**config.mk**
```make
export PLATFORM = sky130hd
export DESIGN_NAME = vote_phase_seq
export DESIGN_NICKNAME = d
export VERILOG_FILES = /design/src/rtl/vsq_pkg.sv /design/src/rtl/vsq_tick_gen.sv /design/src/rtl/vsq_press_detect.sv /design/src/rtl/vsq_window_timer.sv /design/src/rtl/vote_phase_seq.sv
export SDC_FILE = /design/constraint.sdc
export NUM_CORES = 1
export LEC_CHECK = 0
export BUFFER_PORTS_ARGS = -buffer_cell sky130_fd_sc_hd__buf_2
export CORE_MARGIN = 1
export CORE_UTILIZATION = 45
export CTS_CLUSTER_DIAMETER = 200
export CTS_CLUSTER_SIZE = 24
export DETAILED_ROUTE_END_ITERATION = 10
export MAX_ROUTING_LAYER = met4
export SLEW_MARGIN = 20
export SYNTH_ARGS = -nofsm -noshare
export SYNTH_HDL_FRONTEND = slang
export SYNTH_SLANG_ARGS = --single-unit
```
**constraint.sdc**
```tcl
create_clock -name clk -period 4.2 [get_ports clk]
set_clock_uncertainty 0.05 [all_clocks]
set_input_delay 0.21 -clock clk [delete_from_list [all_inputs] [get_ports clk]]
set_output_delay 0.21 -clock clk [all_outputs]
set_load 0.01 [all_outputs]
```
**src/rtl/vsq_pkg.sv**
```systemverilog
package vsq_pkg;

   typedef enum logic [2:0] {
      PH_IDLE         = 3'd0,
      PH_ACCREDIT     = 3'd1,
      PH_WAIT_VOTE    = 3'd2,
      PH_VOTE         = 3'd3,
      PH_WAIT_COLLATE = 3'd4,
      PH_COLLATE      = 3'd5
   } phase_e;

   localparam int N_BUTTONS = 3;
   localparam int BTN_ACC   = 0;
   localparam int BTN_VOTE  = 1;
   localparam int BTN_COLL  = 2;

endpackage

```
**src/rtl/vsq_tick_gen.sv**
```systemverilog
module vsq_tick_gen #(
   parameter int PERIOD = 16
) (
   input  logic clk,
   input  logic rst_n,
   output logic tick
);
   localparam int CW = $clog2(PERIOD);
   localparam logic [CW-1:0] LAST = CW'(PERIOD - 1);

   if (PERIOD < 2) begin : g_bad_period
      $error("vsq_tick_gen: PERIOD must be at least 2");
   end

   logic [CW-1:0] cnt;

   always_ff @(posedge clk or negedge rst_n) begin
      if (!rst_n)          cnt <= '0;
      else if (cnt == LAST) cnt <= '0;
      else                 cnt <= cnt + 1'b1;
   end

   assign tick = (cnt == LAST);

   // the tick is a single-cycle pulse
   a_r6_tick_single: assert property (@(posedge clk) disable iff (!rst_n)
      tick |=> !tick);
endmodule

```
**src/rtl/vsq_press_detect.sv**
```systemverilog
module vsq_press_detect #(
   parameter int N          = 3,
   parameter bit EDGE_PRESS = 1'b1
) (
   input  logic         clk,
   input  logic         rst_n,
   input  logic [N-1:0] btn,
   output logic [N-1:0] press
);
   if (N < 1) begin : g_bad_n
      $error("vsq_press_detect: N must be at least 1");
   end

   if (EDGE_PRESS) begin : g_edge
      logic [N-1:0] btn_q;
      always_ff @(posedge clk or negedge rst_n) begin
         if (!rst_n) btn_q <= '0;
         else        btn_q <= btn;
      end
      assign press = btn & ~btn_q;

      // a held button yields one press only
      a_r4_press_once: assert property (@(posedge clk) disable iff (!rst_n)
         (press != '0) |=> ((press & $past(press)) == '0));
   end else begin : g_level
      assign press = btn;
   end
endmodule

```
**src/rtl/vsq_window_timer.sv**
```systemverilog
module vsq_window_timer #(
   parameter int W = 8
) (
   input  logic         clk,
   input  logic         rst_n,
   input  logic         load,
   input  logic [W-1:0] load_val,
   output logic         expired
);
   if (W < 1) begin : g_bad_w
      $error("vsq_window_timer: W must be at least 1");
   end

   logic [W-1:0] cnt;

   always_ff @(posedge clk or negedge rst_n) begin
      if (!rst_n)          cnt <= '0;
      else if (load)       cnt <= load_val;
      else if (cnt != '0)  cnt <= cnt - 1'b1;
   end

   assign expired = (cnt == '0);

   // a running count only moves down by one per cycle
   a_r7_count_down: assert property (@(posedge clk) disable iff (!rst_n)
      (!load && !expired) |=> (cnt == $past(cnt) - 1'b1));
endmodule

```
**src/rtl/vote_phase_seq.sv**
```systemverilog
module vote_phase_seq
   import vsq_pkg::*;
#(
   parameter int ACC_CYCLES  = 750_000_000,
   parameter int VOTE_CYCLES = 750_000_000,
   parameter int TICK_CYCLES = 25_000_000,
   parameter bit EDGE_PRESS  = 1'b1
) (
   input  logic clk,
   input  logic rst_n,
   input  logic auto_mode,
   input  logic btn_accredit,
   input  logic btn_vote,
   input  logic btn_collate,
   input  logic collate_done,
   output logic en_accredit,
   output logic en_vote,
   output logic en_collate
);
   localparam int MAX_WIN = (ACC_CYCLES > VOTE_CYCLES) ? ACC_CYCLES : VOTE_CYCLES;
   localparam int TMR_W   = $clog2(MAX_WIN + 1);
   localparam logic [TMR_W-1:0] ACC_LOAD  = TMR_W'(ACC_CYCLES - 1);
   localparam logic [TMR_W-1:0] VOTE_LOAD = TMR_W'(VOTE_CYCLES - 1);

   if (ACC_CYCLES < 1 || VOTE_CYCLES < 1) begin : g_bad_window
      $error("vote_phase_seq: window lengths must be at least 1 cycle");
   end
   if (TICK_CYCLES < 2) begin : g_bad_tick
      $error("vote_phase_seq: TICK_CYCLES must be at least 2");
   end

   logic                 tick;
   logic [N_BUTTONS-1:0] btn, press;
   logic                 tmr_load, tmr_expired;
   logic [TMR_W-1:0]     tmr_val;
   logic                 go_acc, go_vote, go_coll;
   phase_e               phase, phase_nx;

   assign btn[BTN_ACC]  = btn_accredit;
   assign btn[BTN_VOTE] = btn_vote;
   assign btn[BTN_COLL] = btn_collate;

   vsq_tick_gen #(.PERIOD(TICK_CYCLES)) u_tick (
      .clk(clk), .rst_n(rst_n), .tick(tick));

   vsq_press_detect #(.N(N_BUTTONS), .EDGE_PRESS(EDGE_PRESS)) u_press (
      .clk(clk), .rst_n(rst_n), .btn(btn), .press(press));

   vsq_window_timer #(.W(TMR_W)) u_timer (
      .clk(clk), .rst_n(rst_n), .load(tmr_load), .load_val(tmr_val),
      .expired(tmr_expired));

   assign go_acc  = auto_mode ? tick : press[BTN_ACC];
   assign go_vote = auto_mode ? tick : press[BTN_VOTE];
   assign go_coll = auto_mode ? tick : press[BTN_COLL];

   always_comb begin
      phase_nx = phase;
      tmr_load = 1'b0;
      tmr_val  = '0;
      case (phase)
         PH_IDLE: if (go_acc) begin
            phase_nx = PH_ACCREDIT;
            tmr_load = 1'b1;
            tmr_val  = ACC_LOAD;
         end
         PH_ACCREDIT:     if (tmr_expired) phase_nx = PH_WAIT_VOTE;
         PH_WAIT_VOTE: if (go_vote) begin
            phase_nx = PH_VOTE;
            tmr_load = 1'b1;
            tmr_val  = VOTE_LOAD;
         end
         PH_VOTE:         if (tmr_expired) phase_nx = PH_WAIT_COLLATE;
         PH_WAIT_COLLATE: if (go_coll) phase_nx = PH_COLLATE;
         PH_COLLATE:      if (collate_done) phase_nx = PH_IDLE;
         default:         phase_nx = PH_IDLE;
      endcase
   end

   always_ff @(posedge clk or negedge rst_n) begin
      if (!rst_n) phase <= PH_IDLE;
      else        phase <= phase_nx;
   end

   assign en_accredit = (phase == PH_ACCREDIT);
   assign en_vote     = (phase == PH_VOTE);
   assign en_collate  = (phase == PH_COLLATE);

   a_r2_one_enable: assert property (@(posedge clk) disable iff (!rst_n)
      $onehot0({en_accredit, en_vote, en_collate}));

   a_r3_vote_after_acc: assert property (@(posedge clk) disable iff (!rst_n)
      $rose(en_vote) |-> $past(phase) == PH_WAIT_VOTE);

   a_r3_coll_after_vote: assert property (@(posedge clk) disable iff (!rst_n)
      $rose(en_collate) |-> $past(phase) == PH_WAIT_COLLATE);

   a_r4_manual_press: assert property (@(posedge clk) disable iff (!rst_n)
      ($rose(en_accredit) && $past(!auto_mode)) |-> $past(press[BTN_ACC]));

   a_r6_auto_tick: assert property (@(posedge clk) disable iff (!rst_n)
      ($rose(en_vote) && $past(auto_mode)) |-> $past(tick));

   a_r7_acc_hold: assert property (@(posedge clk) disable iff (!rst_n)
      (en_accredit && !tmr_expired) |=> en_accredit);

   a_r7_acc_end: assert property (@(posedge clk) disable iff (!rst_n)
      (en_accredit && tmr_expired) |=> !en_accredit);

   a_r8_vote_hold: assert property (@(posedge clk) disable iff (!rst_n)
      (en_vote && !tmr_expired) |=> en_vote);

   a_r9_coll_hold: assert property (@(posedge clk) disable iff (!rst_n)
      (en_collate && !collate_done) |=> en_collate);

   a_r10_back_idle: assert property (@(posedge clk) disable iff (!rst_n)
      (en_collate && collate_done) |=> (phase == PH_IDLE));
endmodule

```
# Word level (Yosys, flattened, before mapping)
# Cells that the tools add are included.
# classes
add_sub_neg	2
multipliers	0
div	0
n_lt_le_gt_ge	0
n_eq_ne	12
shift	0
mux	19
bitwise	2
reduce_logical	5
# op_table
op	n
$mux 30	4
$pmux 30 s2	1
$logic_not 30->1	1
$reduce_bool 30->1	1
$sub 30x1->30 const B	1
$add 25x1->25 const B	1
$eq 25x25->1 const B	1
$mux 25	1
$mux 3	6
$pmux 3 s6	1
$ne 2x2->1 const B	4
$eq 3x2->1 const B	2
$eq 3x3->1 const B	2
$reduce_and 6->1	1
$mux 1	5
$ne 2x1->1 const B	2
$and 3x3->3	1
$eq 3x1->1 const B	1
$logic_not 3->1	1
$not 3->3	1
$pmux 1 s2	1
$reduce_bool 2->1	1
# totals
register_bits	61
latch_bits	0
mem_bits_rw	0
romBits	0
input_bits	7
output_inout_bits	3
word_cells	44
n_memories	0

# Longest topological paths before layout
# Gate-level depths: netlist of run 1.
# depth
ltp_word	6
mapped_depth	8
mapped_depth_nobuf	7

# By module
# A second synthesis of run 1 with hierarchy kept.
# unflattened
cells_unflattened	359
area_unflattened_um2	3444.6
# by_module_without_submodules
module	instances	cells_each	area_each_um2	seq_area_each_um2
vsq_window_timer	1	200	1811.7	750.7
vsq_tick_gen	1	129	1315.0	625.6
vote_phase_seq	1	24	201.4	75.1
vsq_press_detect	1	6	116.4	75.1

# Worst setup path before layout of run 1
# OpenSTA, ideal clock, no wires.
# synth_path
path_type	reg-to-reg
startpoint	reg u_timer.cnt[16]
endpoint	reg u_timer.cnt[13]
setup_time_ns	0.119
t_arrival_ns	2.159
required_ns	4.031
path_slack_ns	1.872
stages_incl_launch_ff	8
n_path_buf	2
period_less_slack_ns	2.328
cell_sequence	dfrtp_1 > or4_1 > buf_2 > or4_4 > buf_6 > nor3_4 > o21ai_1 > and2_1
# synth_via
elab_chain_cells	2
# synth_lines
item	line_no	source
from (decl)	vsq_window_timer.sv:14	logic [W-1:0] cnt;
from (signal assigned)	vsq_window_timer.sv:18	else if (load) cnt <= load_val;
from (signal assigned)	vsq_window_timer.sv:19	else if (cnt != '0) cnt <= cnt - 1'b1;
$reduce_bool 30->1	vsq_window_timer.sv:19	
$reduce_bool 2->1 (no line)	--	
# Every way passes these cells.
# A chain may end at the register's enable or synchronous reset.

# Final worst setup path of run 1
# layout_path
startpoint	reg u_tick.cnt[7]
endpoint	reg u_timer.cnt[22]
# layout_via
elab_chain_cells	5
word_cells_on_any_way	8
classes_between	1 x eq/ne; 6 x mux; 1 x reduce/logical
# layout_lines
item	line_no	source
from (decl)	vsq_tick_gen.sv:15	logic [CW-1:0] cnt;
from (signal assigned)	vsq_tick_gen.sv:20	else cnt <= cnt + 1'b1;
$eq 25x25->1 *	vsq_tick_gen.sv:23	assign tick = (cnt == LAST);
$mux 1, on equally long branches	vote_phase_seq.sv:54, vote_phase_seq.sv:53	
$mux 1, on equally long branches	vote_phase_seq.sv:68, vote_phase_seq.sv:62	
$pmux 1 s2 *	vote_phase_seq.sv:61	case (phase)
$mux 30 or $reduce_bool 2->1 (tied branches)	--	
# Mark *: on every way between the ends. The rest lies on a longest branch, timed or not.

==> reports/metrics.yaml, run 1 <==
grt_pass1_vias: 2438
path_cells: "or4_1 > or4_1 > nor4_4 > o21a_1 > nor2_1"
fill_cells: 619
clkTransAtPathRegs_ns: 0.07
status: "finished with violations"
critPathLaunchType: "flop"
routed_wl_um: 6560
ys_seq_area_frac: 0.470
endpoint_kind: "flop"
criticalPathCategory: "reg -> reg"
crit_family: "simple AND/OR/NAND/NOR gates"
num_antenna_cells: 0
finalMaxSlewViolations: 0
rows: 30
synthTopCellsByArea: "dfrtp_1 47%, xnor2_1 4.6%, nor2_1 4.0%, xor2_1 3.0%, nand3_1 2.9%"
p_per_area_nw_per_um2: 361
synth-edff-count: 0
peakVddDrop_uv: 305
tns_ns: 0
drive_gt1_frac: 0.111
fin_crit_ns: 2.68
cp_max_fo: 12
drcViolationCount: 0
clockPowerShare: 0.353
ios: 10
synth_most_common_cell: "dfrtp_1"
cts_tree: "done"
p_leak_nw: 1.41
maxCapViolCount: 0
hold_ws_ns: -0.0298
critPathMaxStageDelay_ns: 0.54
dieHeight_um: 86.9
synth_top_area_frac: 0.470
grt_pass1_wl_um: 11600
ys_seq_elements: 61
nets: 357
seq_area_um2: 1530
p_comb_frac: 0.102
syn_nets: 342
pre_cts_slack_ns: 1.52
antenna_left: 0
syn_inst: 333
die_x_um: 86.9
synth_area_um2: 3250
wl_per_cell_um: 14.7
fmax_mhz: 373
p_seq_frac: 0.545
syn_to_final_growth_pct: 10.1
syn_avg_cell_area_um2: 9.75
p_int_w: 0.000923
multi_input_area_um2: 1640
crit_required_ns: 4.35
hpwl_um: 4430
switching_power_w: 0.000370
cp_common_cell: "or4_1"
cts-root-buf: "clkbuf_8"
antenna_found_initial: 0
io_buffer_count: 9
yosys.cell_types.count: 54
sw_frac_of_total: 0.286
rsz0062_at_grt: "false"
viasPerCell: 5.59
via_count: 2505
finalCritPeriodShare: 0.638
post_cts_resized: 0
cp_slowest_cell: "or4_1"
gp_congestion: 0.801
initialDrtViolationCount: 88
synth_warnings: 0
initial_core_util: 0.473
rrSetupSlack_ns: 1.52
gr-total-overflow: 0
clock-sinks: 61
slew-limit-headroom: 0.404
synthTopCellsByCount: "61 x dfrtp_1, 35 x nor2_1, 23 x nand2_1"
h-tree-depth: 3
clockBufferDepth: 2
die_area_um2: 7560
track_usage: 0.205
path_buf_inv: 0
cts_buffers: 9
clk_latency_ns: 0.34
synth-main-ff-cell: "dfrtp_1"
coreArea_um2: 6870
min_path_type: "in -> async"
async_flop_share: 1.00
finalSetupViolCount: 0
worstPathArrival_ns: 2.83
drtPass1Iterations: 4
fin_ws_ns: 1.52
worst_slew_pin_slew_ns: 0.886
hold_viol: 27
synth_area_leader_cell: "dfrtp_1"
grt_max_degree: 62
violations: "hold timing"
[per-layer routing]
| layer | share of wire | wire, µm | vias up | global-route usage |
|---|---|---|---|---|
| met2 | 0.48 | 3180 | 20 | 0.328 |
| met4 | 0.021 | 138 | 0 | 0.100 |
| li1 | - | - | 1263 | - |
| met5 | 0 | 0 | - | - |
| met1 | 0.48 | 3160 | 1210 | 0.255 |
| met3 | 0.014 | 93 | 12 | 0.0294 |
[through the flow]
stage               area [µm²]  utilization  std cells  total power, W
floorplan                 3250            -        333        0.000794
CTS                       3570        0.520        448         0.00131
finish                    3570        0.520        448         0.00129
global route              3570        0.520        448         0.00136
detailed placement        3380        0.492        430        0.000846
global placement          3380        0.492        430        0.000839
[cell type report]
type | count | share of cell area
Clock buffer | 11 | 0.0396
Clock inverter | 4 | 0.00700
Inverter | 7 | 0.00735
Multi-Input combinational cell | 254 | 0.458
Sequential cell | 61 | 0.427
Tap cell | 96 | 0.0336
Timing Repair Buffer | 15 | 0.0273
[power groups by stage]
stage / logic [W] / registers [W] / clock network [W]
after floorplan: 0.000101 / 0.000694 / 0
after global placement: 0.000128 / 0.000710 / 0
after detailed placement: 0.000132 / 0.000713 / 0
after CTS: 0.000134 / 0.000703 / 0.000471
after global routing: 0.000152 / 0.000717 / 0.000494
final: 0.000132 / 0.000704 / 0.000456
[path summary, 6_finish.rpt]
check | endpoint | from | cells past startpoint
worst max-delay path | u_timer.cnt[22] | u_tick.cnt[7] | 5
worst min-delay path | u_tick.cnt[18] | rst_n | 2
worst max register to register | u_timer.cnt[22] | u_tick.cnt[7] | 5
worst min register to register | u_tick.cnt[23] | u_tick.cnt[23] | 1
max in group asynchronous | u_timer.cnt[14] | rst_n | 2
min in group clk | phase[0] | collate_done | 4
[worst reg2reg max path, stage by stage, from the launching register on]
cell     delay (ns)
dfrtp_1        0.44
or4_1          0.54
or4_1          0.47
nor4_4         0.43
o21a_1         0.50
nor2_1         0.11
[flip-flops by register name, indices dropped and copies added (netlist names)]
register              flops
u_timer.cnt              30
u_tick.cnt               25
phase                     3
u_press.g_edge.btn_q      3
[layout by cell type, fill, tap and decap left out, types with 11 or more instances in the layout]
| cell type | instances |
|---|---|
| dfrtp_1 | 61 |
| nand2_1 | 23 |
| nand3_1 | 19 |
| nand4_1 | 11 |
| nor2_1 | 35 |
| nor3_1 | 12 |
| or3_1 | 14 |
| xnor2_1 | 17 |
| xor2_1 | 11 |
[cell families after synthesis]
kind of cell,Yosys count,synth area share
adder cells (fa/ha/maj),2,0.00771
AND/OR/NAND/NOR,172,0.311
AO/OA/AOI/OAI,50,0.104
buffers and inverters,18,0.0254
multiplexers,2,0.00617
flip-flops,61,0.470
XOR/XNOR,28,0.0755
[repair_timing]
item / in CTS / in global routing
buffers inserted: 0 / 0
hold endpoints to repair: 3 / 0
hold buffers: 3 / 0
endpoints found under the setup margin: 0 / 0
Power figures use the tool's default switching activity.
==> inputs of run 2 (changes only) <==
- clock period: 4.2 -> 2.7 ns (I/O delays scaled with it)
==> run 2 against run 1 <==
  * The run now ends clean
  * Clock power is 120% higher
  * Power is 77% higher
  * Die area is the same
  * Sequential power up 55%
  * Final cell count is 1.8% higher
  * Sequential cell count unchanged
  * Utilization up 1.9 points
  * First-iteration DRC count grew 14%
  * Final area up 3.6%
  * Critical endpoint is now u_timer.cnt[6]
  * Largest power group unchanged
==> reports/metrics.yaml, run 2 (same netlist as run 1, synthesis figures left out) <==
finalSetupViolCount: 0
min_delay_path_depth: 4
layout.cells.non_filler: 456
pre_cts_slack_ns: 0.196
p_per_area_nw_per_um2: 619
gp_congestion: 0.823
tns_ns: 0
ios: 10
clk_latency_ns: 0.34
dr_wl_met3_um: 229
worst_slew_pin_slew_ns: 0.727
p_total_w: 0.00229
grt_max_degree: 24
die_x_um: 86.9
worstPathArrival_ns: 2.61
drive_gt1_frac: 0.128
routed_wl_um: 6660
fmax_mhz: 403
criticalPathCategory: "reg -> reg"
fill_cells: 633
post_cts_resized: 0
final_cell_mix: "61 x dfrtp_1, 35 x nor2_1, 23 x nand2_1"
hold_viol: 0
nets: 364
cts_buffers: 9
wl_per_cell_um: 14.6
initialDrtViolationCount: 100
drcViolationCount: 0
coreArea_um2: 6870
clkTransAtPathRegs_ns: 0.07
grt_pass1_wl_um: 11700
syn_to_final_growth_pct: 14.0
endpoint_kind: "flop"
hpwl_um: 4670
met2_length_um: 3250
p_leak_nw: 1.48
cts_tree: "done"
wl_met1_um: 3110
antenna_found_initial: 0
critPathLaunchType: "flop"
clockBufferDepth: 2
rsz0062_at_grt: "false"
fin_ws_ns: 0.216
largest_reg_flops: 30
cts-root-buf: "clkbuf_8"
finalCritPeriodShare: 0.920
die_area_um2: 7560
track_usage: 0.208
largest-register: "u_timer.cnt"
drtPass1Iterations: 4
via_count: 2562
maxCapViolCount: 0
rows: 30
finalMaxSlewViolations: 0
viasPerCell: 5.62
grt_pass1_vias: 2464
hold_ws_ns: 0.0393
largestRegisters: "u_timer.cnt: 30 flops, u_tick.cnt: 25 flops"
crit_required_ns: 2.83
h-tree-depth: 3
min_path_type: "in -> reg"
final_common_cell: "dfrtp_1"
dieHeight_um: 86.9
fin_crit_ns: 2.48
io_buffer_count: 9
status: "finished clean"
initial_core_util: 0.473
gr-total-overflow: 0
cp_max_fo: 10
antenna_left: 0
reg2regPathDepth: 5
slew-limit-headroom: 0.515
post-place-cells: 436
peakVddDrop_uv: 481
clock-sinks: 61
top_layer: "met4"
num_antenna_cells: 0
[run 2: what timing repair did]
item	CTS	global route
buffers inserted	0	0
hold buffers	4	0
hold endpoints to repair	20	0
[run 2: final timing paths]
path | slack (ns) | start | end
min in group asynchronous | 0.21 | rst_n | u_tick.cnt[18]
worst min register to register | 0.44 | u_tick.cnt[23] | u_tick.cnt[23]
worst max-delay path | 0.22 | u_timer.cnt[16] | u_timer.cnt[6]
max in group asynchronous | 1.73 | rst_n | u_timer.cnt[18]
worst min-delay path | 0.04 | collate_done | phase[0]
worst max register to register | 0.22 | u_timer.cnt[16] | u_timer.cnt[6]
[run 2: worst max-delay path, stage by stage (launching register included)]
cell	delay (ns)
dfrtp_1	0.41
or4_1	0.66
or4_4	0.64
nor3_4	0.33
or4_1	0.17
nand3_1	0.07
[run 2: stage by stage]
stage	util	cell area, µm²
finish	0.539	3700
global route	0.539	3700
CTS	0.539	3700
detailed placement	0.498	3420
global placement	0.498	3420
floorplan	-	3250
[run 2: layout make-up]
cell class | instances | area [µm²] | area share
clock inverters | 6 | 111 | 0.0301
multi-input cells | 254 | 1640 | 0.442
clock buffers | 10 | 128 | 0.0345
flip-flops and latches | 61 | 1530 | 0.412
repair buffers | 22 | 153 | 0.0412
inverters | 7 | 26.3 | 0.00710
well taps | 96 | 120 | 0.0324
[run 2: report_power, final]
part / total [W] / internal (W) / leakage, nW / switching (W)
logic: 0.000215 / 0.000102 / 0.615 / 0.000113
clock network: 0.000982 / 0.000613 / 0.116 / 0.000369
registers: 0.00109 / 0.000987 / 0.749 / 0.000106
total: 0.00229 / 0.00170 / 1.48 / 0.000588
[run 2: routing by layer]
metal,vias to the layer above,GRT usage
met4,0,0.0591
li1,1281,-
met2,32,0.339
met3,7,0.0597
met5,-,-
met1,1242,0.252
